--- config.mk ---
export PLATFORM = sky130hd
export DESIGN_NAME = unit_match_eq
export DESIGN_NICKNAME = d
export VERILOG_FILES = /design/src/rtl/ume_pkg.sv /design/src/rtl/ume_apply.sv /design/src/rtl/ume_stats.sv /design/src/rtl/ume_update.sv /design/src/rtl/unit_match_eq.sv
export SDC_FILE = /design/constraint.sdc
export NUM_CORES = 2
export LEC_CHECK = 0
export BUFFER_PORTS_ARGS = -buffer_cell sky130_fd_sc_hd__clkbuf_2
export CORE_UTILIZATION = 30
export CTS_CLUSTER_DIAMETER = 150
export DETAILED_ROUTE_END_ITERATION = 6
export PLACE_DENSITY = 0.43
export SYNTH_ARGS = -nofsm -noshare
export SYNTH_HDL_FRONTEND = slang
export SYNTH_SLANG_ARGS = --single-unit
--- constraint.sdc ---
create_clock -name clk -period 12.6 [get_ports clk]
set_input_delay 0.63 -clock clk [delete_from_list [all_inputs] [get_ports clk]]
set_output_delay 0.63 -clock clk [all_outputs]
set_load 0.01 [all_outputs]
--- src/rtl/ume_pkg.sv ---
package ume_pkg;

    // What the correction registers do at the current edge
    typedef enum logic [1:0] {
        UPD_IDLE  = 2'd0,
        UPD_TRACK = 2'd1,
        UPD_LOAD  = 2'd2
    } upd_kind_e;

endpackage

--- src/rtl/ume_apply.sv ---
module ume_apply #(
    parameter int N  = 4,
    parameter int DW = 12,
    parameter int GW = 16,
    localparam int UW = $clog2(N)
) (
    input  logic                 clk,
    input  logic                 rst_n,
    input  logic                 in_valid,
    input  logic [UW-1:0]        in_unit,
    input  logic [DW-1:0]        in_code,
    input  logic [N*DW-1:0]      ofs_flat,
    input  logic [N*GW-1:0]      gain_flat,
    output logic                 out_valid,
    output logic [UW-1:0]        out_unit,
    output logic [DW-1:0]        out_code,
    output logic [DW:0]          out_ctr
);
    localparam int PW = DW + GW + 2;
    localparam logic signed [PW-1:0] MAXV = PW'((2 ** (DW - 1)) - 1);
    localparam logic signed [PW-1:0] MINV = PW'(-(2 ** (DW - 1)));

    typedef struct packed {
        logic          valid;
        logic [UW-1:0] unit;
        logic [DW-1:0] code;
        logic [DW:0]   ctr;
    } st_t;

    st_t q, d;
    logic signed [DW-1:0] ofs_sel;
    logic        [GW-1:0] gain_sel;
    logic signed [DW:0]   centred;
    logic signed [PW-1:0] prod;
    logic signed [PW-1:0] scaled;

    always_comb begin
        ofs_sel  = $signed(ofs_flat[in_unit*DW +: DW]);
        gain_sel = gain_flat[in_unit*GW +: GW];
        centred  = (DW+1)'($signed(in_code)) - (DW+1)'(ofs_sel);
        prod     = PW'(centred) * $signed({1'b0, gain_sel});
        scaled   = prod >>> (GW - 1);
        d        = q;
        d.valid  = in_valid;
        if (in_valid) begin
            d.unit = in_unit;
            d.ctr  = centred;
            if (scaled > MAXV)      d.code = MAXV[DW-1:0];
            else if (scaled < MINV) d.code = MINV[DW-1:0];
            else                    d.code = scaled[DW-1:0];
        end
    end

    always_ff @(posedge clk) begin
        if (!rst_n) q <= '0;
        else        q <= d;
    end

    assign out_valid = q.valid;
    assign out_unit  = q.unit;
    assign out_code  = q.code;
    assign out_ctr   = q.ctr;

    AST_OUT_LATENCY: assert property (@(posedge clk) disable iff (!rst_n)
        in_valid |=> out_valid);
    AST_UNIT_FOLLOWS: assert property (@(posedge clk) disable iff (!rst_n)
        in_valid |=> (out_unit == $past(in_unit)));
    AST_NO_SPURIOUS: assert property (@(posedge clk) disable iff (!rst_n)
        !in_valid |=> !out_valid);

endmodule

--- src/rtl/ume_stats.sv ---
module ume_stats #(
    parameter int N  = 4,
    parameter int DW = 12,
    parameter int KW = 4,
    localparam int UW = $clog2(N),
    localparam int CW = DW + 1 + KW,
    localparam int MW = DW + KW
) (
    input  logic            clk,
    input  logic            rst_n,
    input  logic            run,
    input  logic            s_valid,
    input  logic [UW-1:0]   s_unit,
    input  logic [DW-1:0]   s_code,
    input  logic [DW:0]     s_ctr,
    output logic            win_done,
    output logic [N*CW-1:0] sum_ctr,
    output logic [N*MW-1:0] sum_mag
);
    localparam logic [KW:0] WIN = (KW+1)'(2 ** KW);

    typedef struct packed {
        logic [N-1:0][KW:0]   cnt;
        logic [N-1:0][CW-1:0] sc;
        logic [N-1:0][MW-1:0] sm;
        logic                 stale;
    } st_t;

    st_t q, d;
    logic          full;
    logic [DW-1:0] mag;

    always_comb begin
        full = 1'b1;
        for (int u = 0; u < N; u++) begin
            if (q.cnt[u] != WIN) full = 1'b0;
        end
        win_done = full && run;
        mag      = s_code[DW-1] ? DW'(-s_code) : s_code;
        d        = q;
        // the sample registered on an update edge was corrected with old values
        d.stale  = win_done;
        if (!run || win_done) begin
            d.cnt = '0;
            d.sc  = '0;
            d.sm  = '0;
        end else if (s_valid && !q.stale) begin
            for (int u = 0; u < N; u++) begin
                if (UW'(u) == s_unit && q.cnt[u] != WIN) begin
                    d.cnt[u] = q.cnt[u] + 1'b1;
                    d.sc[u]  = q.sc[u] + CW'($signed(s_ctr));
                    d.sm[u]  = q.sm[u] + MW'(mag);
                end
            end
        end
    end

    always_ff @(posedge clk) begin
        if (!rst_n) q <= '0;
        else        q <= d;
    end

    assign sum_ctr = q.sc;
    assign sum_mag = q.sm;

    generate
        for (genvar g = 0; g < N; g++) begin : g_chk
            AST_WIN_CAP: assert property (@(posedge clk) disable iff (!rst_n)
                q.cnt[g] <= WIN);
            AST_PAUSE_CLEARS: assert property (@(posedge clk) disable iff (!rst_n)
                !run |=> (q.cnt[g] == '0));
        end
    endgenerate

endmodule

--- src/rtl/ume_update.sv ---
module ume_update
    import ume_pkg::*;
#(
    parameter int N     = 4,
    parameter int DW    = 12,
    parameter int KW    = 4,
    parameter int GW    = 16,
    parameter int OSTEP = 1,
    parameter int GSTEP = 16,
    localparam int UW  = $clog2(N),
    localparam int CW  = DW + 1 + KW,
    localparam int MW  = DW + KW,
    localparam int AW  = DW + 1 + UW,
    localparam int MAW = DW + UW
) (
    input  logic            clk,
    input  logic            rst_n,
    input  logic            win_done,
    input  logic            fg_mode,
    input  logic [N*CW-1:0] sum_ctr,
    input  logic [N*MW-1:0] sum_mag,
    output logic [N*DW-1:0] ofs_flat,
    output logic [N*GW-1:0] gain_flat
);
    localparam logic signed [DW+1:0] OMAX = (DW+2)'((2 ** (DW - 1)) - 1);
    localparam logic signed [DW+1:0] OMIN = (DW+2)'(-(2 ** (DW - 1)));
    localparam logic [GW-1:0]        GONE = GW'(1) << (GW - 1);

    typedef struct packed {
        logic [N-1:0][DW-1:0] ofs;
        logic [N-1:0][GW-1:0] gain;
    } st_t;

    st_t q, d;
    upd_kind_e             kind;
    logic signed [DW:0]    mc [N];
    logic        [DW-1:0]  mm [N];
    logic signed [AW-1:0]  sum_c;
    logic        [MAW-1:0] sum_m;
    logic signed [DW:0]    avg_c;
    logic        [DW-1:0]  avg_m;
    logic signed [DW+1:0]  t;
    logic        [GW:0]    gt;

    always_comb begin
        sum_c = '0;
        sum_m = '0;
        for (int u = 0; u < N; u++) begin
            mc[u] = (DW+1)'($signed(sum_ctr[u*CW +: CW]) >>> KW);
            mm[u] = DW'(sum_mag[u*MW +: MW] >> KW);
            sum_c = sum_c + AW'(mc[u]);
            sum_m = sum_m + MAW'(mm[u]);
        end
        avg_c = (DW+1)'(sum_c >>> UW);
        avg_m = DW'(sum_m >> UW);
        kind  = !win_done ? UPD_IDLE : (fg_mode ? UPD_LOAD : UPD_TRACK);
        d     = q;
        t     = '0;
        gt    = '0;
        for (int u = 0; u < N; u++) begin
            t = (DW+2)'($signed(q.ofs[u]));
            case (kind)
                UPD_LOAD:  t = t + (DW+2)'(mc[u]);
                UPD_TRACK: begin
                    if (mc[u] > avg_c)      t = t + (DW+2)'(OSTEP);
                    else if (mc[u] < avg_c) t = t - (DW+2)'(OSTEP);
                end
                default: ;
            endcase
            if (t > OMAX)      t = OMAX;
            else if (t < OMIN) t = OMIN;
            d.ofs[u] = t[DW-1:0];
            if (kind == UPD_TRACK) begin
                if (mm[u] > avg_m) begin
                    d.gain[u] = (q.gain[u] < GW'(GSTEP)) ? '0 : q.gain[u] - GW'(GSTEP);
                end else if (mm[u] < avg_m) begin
                    gt        = {1'b0, q.gain[u]} + (GW+1)'(GSTEP);
                    d.gain[u] = gt[GW] ? '1 : gt[GW-1:0];
                end
            end
        end
    end

    always_ff @(posedge clk) begin
        if (!rst_n) begin
            q.ofs  <= '0;
            q.gain <= {N{GONE}};
        end else begin
            q <= d;
        end
    end

    assign ofs_flat  = q.ofs;
    assign gain_flat = q.gain;

    AST_FROZEN_IDLE: assert property (@(posedge clk) disable iff (!rst_n)
        !win_done |=> ($stable(q.ofs) && $stable(q.gain)));
    AST_GAIN_HELD_FG: assert property (@(posedge clk) disable iff (!rst_n)
        (win_done && fg_mode) |=> $stable(q.gain));

    generate
        for (genvar g = 0; g < N; g++) begin : g_chk
            AST_OFS_SMALL_STEP: assert property (@(posedge clk) disable iff (!rst_n)
                (win_done && !fg_mode) |=>
                (($signed(q.ofs[g]) - $signed($past(q.ofs[g])) <= OSTEP) &&
                 ($signed(q.ofs[g]) - $signed($past(q.ofs[g])) >= -OSTEP)));
            AST_GAIN_SMALL_STEP: assert property (@(posedge clk) disable iff (!rst_n)
                (win_done && !fg_mode) |=>
                ((int'(q.gain[g]) - int'($past(q.gain[g])) <= GSTEP) &&
                 (int'(q.gain[g]) - int'($past(q.gain[g])) >= -GSTEP)));
        end
    endgenerate

endmodule

--- src/rtl/unit_match_eq.sv ---
module unit_match_eq #(
    parameter int N_UNITS   = 4,
    parameter int CODE_W    = 12,
    parameter int WIN_LOG2  = 4,
    parameter int GAIN_W    = 16,
    parameter int OFS_STEP  = 1,
    parameter int GAIN_STEP = 16,
    localparam int UW = $clog2(N_UNITS),
    localparam int CW = CODE_W + 1 + WIN_LOG2,
    localparam int MW = CODE_W + WIN_LOG2
) (
    input  logic                        clk,
    input  logic                        rst_n,
    input  logic                        loop_en,
    input  logic                        fg_mode,
    input  logic                        in_valid,
    input  logic [UW-1:0]               in_unit,
    input  logic [CODE_W-1:0]           in_code,
    output logic                        out_valid,
    output logic [UW-1:0]               out_unit,
    output logic [CODE_W-1:0]           out_code,
    output logic [N_UNITS*CODE_W-1:0]   ofs_corr,
    output logic [N_UNITS*GAIN_W-1:0]   gain_corr
);
    logic [CODE_W:0]          ctr;
    logic                     win_done;
    logic [N_UNITS*CW-1:0]    sum_ctr;
    logic [N_UNITS*MW-1:0]    sum_mag;

    ume_apply #(.N(N_UNITS), .DW(CODE_W), .GW(GAIN_W)) u_apply (
        .clk       (clk),
        .rst_n     (rst_n),
        .in_valid  (in_valid),
        .in_unit   (in_unit),
        .in_code   (in_code),
        .ofs_flat  (ofs_corr),
        .gain_flat (gain_corr),
        .out_valid (out_valid),
        .out_unit  (out_unit),
        .out_code  (out_code),
        .out_ctr   (ctr)
    );

    ume_stats #(.N(N_UNITS), .DW(CODE_W), .KW(WIN_LOG2)) u_stats (
        .clk      (clk),
        .rst_n    (rst_n),
        .run      (loop_en),
        .s_valid  (out_valid),
        .s_unit   (out_unit),
        .s_code   (out_code),
        .s_ctr    (ctr),
        .win_done (win_done),
        .sum_ctr  (sum_ctr),
        .sum_mag  (sum_mag)
    );

    ume_update #(
        .N(N_UNITS), .DW(CODE_W), .KW(WIN_LOG2), .GW(GAIN_W),
        .OSTEP(OFS_STEP), .GSTEP(GAIN_STEP)
    ) u_update (
        .clk       (clk),
        .rst_n     (rst_n),
        .win_done  (win_done),
        .fg_mode   (fg_mode),
        .sum_ctr   (sum_ctr),
        .sum_mag   (sum_mag),
        .ofs_flat  (ofs_corr),
        .gain_flat (gain_corr)
    );

endmodule

==> results.md <==
- Status: complete, no violations
- Tmin final: around 10000 ps
- Clock buffer depth: 3
- Worst setup path class: flip-flop to flip-flop
- Buf+Inv Stages, Crit Path: 5
- Post-route cell area: 37300 sq um
- Synth Warn #: 0
- Die ar.: ~110000 sq um
- Core region area: ~110000 sq um
- CTS Hold Bufs: 0
- First-pass GRT wire length: about 180000 um
- Ys async rst share: 0%
- Worst EP arrival: ~11000 ps
- Top_reg_cell synth: dfxtp_1
- H-tree depth: 2
- Vias per std cell: around 5.3
- Final setup fails: 0
- Clock latency at the later pin of the worst-skew pair: between 600 and 700 ps
- Drt first-iter violations: around 1800
- RSZ-0062 raised after global routing: false
- Max VDD drop: 0.0000799 V
- Clk slew on worst S/H paths: ~60 ps
- Most common cell on crit path: fa_1
- Crit start category: flip-flop
- Static Leakage: 16.6 nW
- Largest net degree at the start of global routing: between 60 and 70
- Reg2Reg Depth: 32
- Cell variety after synth: 96
- Global route overflow: 0
- Worst-Margin Slew: about 1100 ps
- 1st-pass router iterations: 6
- Port bufs: approximately 150
- GPL Wtd Cong: 0.874
- IO Count: ~150
- Final WL: roughly 120000 um
- Chip width: between 300 and 400 um
- Vias in the first global route: around 30000
- Final-stage net count: ~4900
- Period utilization: 81.0%
- WP data required: about 13000 ps
- Max_cap viols: 0
- EDFF count, synth: 0
- Most frequent cells in the layout: nand2_1, ha_1, a21oi_1
- Reg-to-reg startpoint: u_update.ofs_flat[1]$_SDFF_PN0_
- P per Cell Area: 78.5 nW/um^2
- Fin. Hold Viols: 0
- # rows: 122
- CP max FO: 13
- Critical path's top delay family: adder cells
- Buffer count from post-CTS setup fixing: 0
- CTS tree: yes
- Sink Count: approximately 280
- DP Area: ~36000 sq um
- TNS Setup: 0 ps
- Final Max Tran Viols: 0
- Synth area leaders: dfxtp_1, ha_1, fa_1
- Synth-to-layout area growth: 10.9%
- Mean Syn Cell Area: about 8 sq um
- Starting density of the core: 30.3%
- WL/cell: 20.4 um
- Crit-path slowest cell: dfxtp_1
- Height of the die: approximately 340 um
- Area leader, netlist: dfxtp_1
- CP max stage delay: 760 ps
- Worst Setup SP: u_update.ofs_flat[1]$_SDFF_PN0_
- Remaining antenna violation count: 0
- Root Driver: clkbuf_16
- Initial antenna violation count: 2
- Hold Crit Start: fg_mode
- Post-Syn Instances: between 4000 and 5000
- Clock Skew: roughly 49 ps
- Max-Slew Margin vs Limit: between 20 and 30%
- Most common cell after layout, fill and taps aside: nand2_1
- Share of layout cells above drive strength 1: between 8 and 9%
- HP Class: input port to flip-flop
- Sequential element share of the synthesized area: around 17%
- Num CTS Buffers: 41
- Yosys reg bits: roughly 280
- DP HPWL: slightly above 90000 um
- Syn Std Cell Area: roughly 34000 sq um
- Post-Syn Nets: a little under 5000
- Hold-critical path depth: 4
- Crit end category: flip-flop
- Max Freq: 97.9 MHz
- CTS resizes: 0
- Crit path depth: 32
- Post-synth top area share: 16.7%
- Drt drc: 0
- Overall routing resource usage: 20.9%
- Via count: slightly above 30000
-- stage by stage --
step	setup slack [ps]	util, %	power (W)	std cells	hold WS, ps
after detailed placement	2030	32.3	0.00169	5703	449
after CTS	2300	33.6	0.00298	5779	359
after global routing	1650	33.6	0.00309	5779	425
final	2390	33.6	0.00293	5780	411
after floorplan	2630	-	0.00147	4216	436
after global placement	2060	32.3	0.00169	5703	445
-- flip-flops by register name, summed over array words and instances (netlist names) --
name	cells
u_stats.sum_ctr	68
u_apply.out_code	12
u_stats.q	21
u_update.ofs_flat	48
u_stats.sum_mag	64
u_apply.out_unit	2
u_update.gain_flat	52
u_apply.out_ctr	13
u_apply.out_valid	1
-- report_power, final --
group          total, W  switching [W]  internal (W)
clock           0.00126       0.000503      0.000757
sequential     0.000939      0.0000375      0.000902
combinational  0.000731       0.000452      0.000279
-- worst register-to-register path, delay by kind of cell (launching register included) --
kind / cells / cell delay, ps
adder cells (fa/ha/maj): 8 / 3570
buffers and inverters: 5 / 340
multiplexers: 1 / 360
AO/OA/AOI/OAI: 12 / 3110
flip-flops: 1 / 760
AND/OR/NAND/NOR: 6 / 1940
-- synth_stat cells (all sizes together), types with 11 or more instances --
cell / count
o211ai: 21
o221ai: 17
a31oi: 47
nand3b: 15
a2111oi: 11
or4: 12
buf: 45
o21a: 47
nand2b: 34
nor2: 303
mux2: 21
dfxtp: 281
or2: 22
a21o: 79
a32oi: 11
nor3: 120
a21oi: 348
clkbuf: 149
ha: 437
inv: 317
nor2b: 48
nand4: 53
a21boi: 13
o21bai: 50
a221oi: 16
and2: 51
and3: 55
o22ai: 18
xor2: 74
xnor2: 126
o31ai: 24
nand2: 497
nor4: 17
nand3: 96
or3: 68
mux2i: 35
fa: 198
a211oi: 51
o21ai: 215
mux4: 24
-- final timing paths --
check / end / slack (ps)
min reg2reg: u_stats.sum_ctr[53]$_SDFFE_PP0P_ / 460
max: u_apply.out_code[0]$_SDFFE_PN0P_ / 2390
max reg2reg: u_apply.out_code[0]$_SDFFE_PN0P_ / 2390
min: u_update.ofs_flat[1]$_SDFF_PN0_ / 410
-- layout make-up --
type | count | area [sq um]
Antenna cell | 1 | 2.50
Tap cell | 1488 | 1860
Timing Repair Buffer | 193 | 1090
Sequential cell | 281 | 5630
Multi-Input combinational cell | 3422 | 26100
Fill cell | 11900 | 73700
Inverter | 319 | 1200
Clock buffer | 59 | 1220
Clock inverter | 17 | 214
-- cells by family (layout without fill, tap and decap cells) --
family          after synthesis  count (layout)  share of synthesized area (%)
compound gates             1077            1077                           20.5
xor+xnor                    200             200                           5.20
fa+ha+maj                   635             635                           28.0
buf+inv                     513             588                           5.93
flops                       281             281                           16.7
mux                          80              80                           3.35
other cells                   0               1                              0
simple gates               1430            1430                           20.3
-- per-layer routing --
metal / global-route usage [%] / wire length, um / up-vias
li1: - / - / 15100
met1: 28.9 / 56700 / 15000
met2: 34.5 / 54400 / 557
met3: 2.42 / 4550 / 108
met4: 4.54 / 2340 / 0
met5: 0 / 0 / -
No activity file was read; power rests on OpenSTA's default activity.
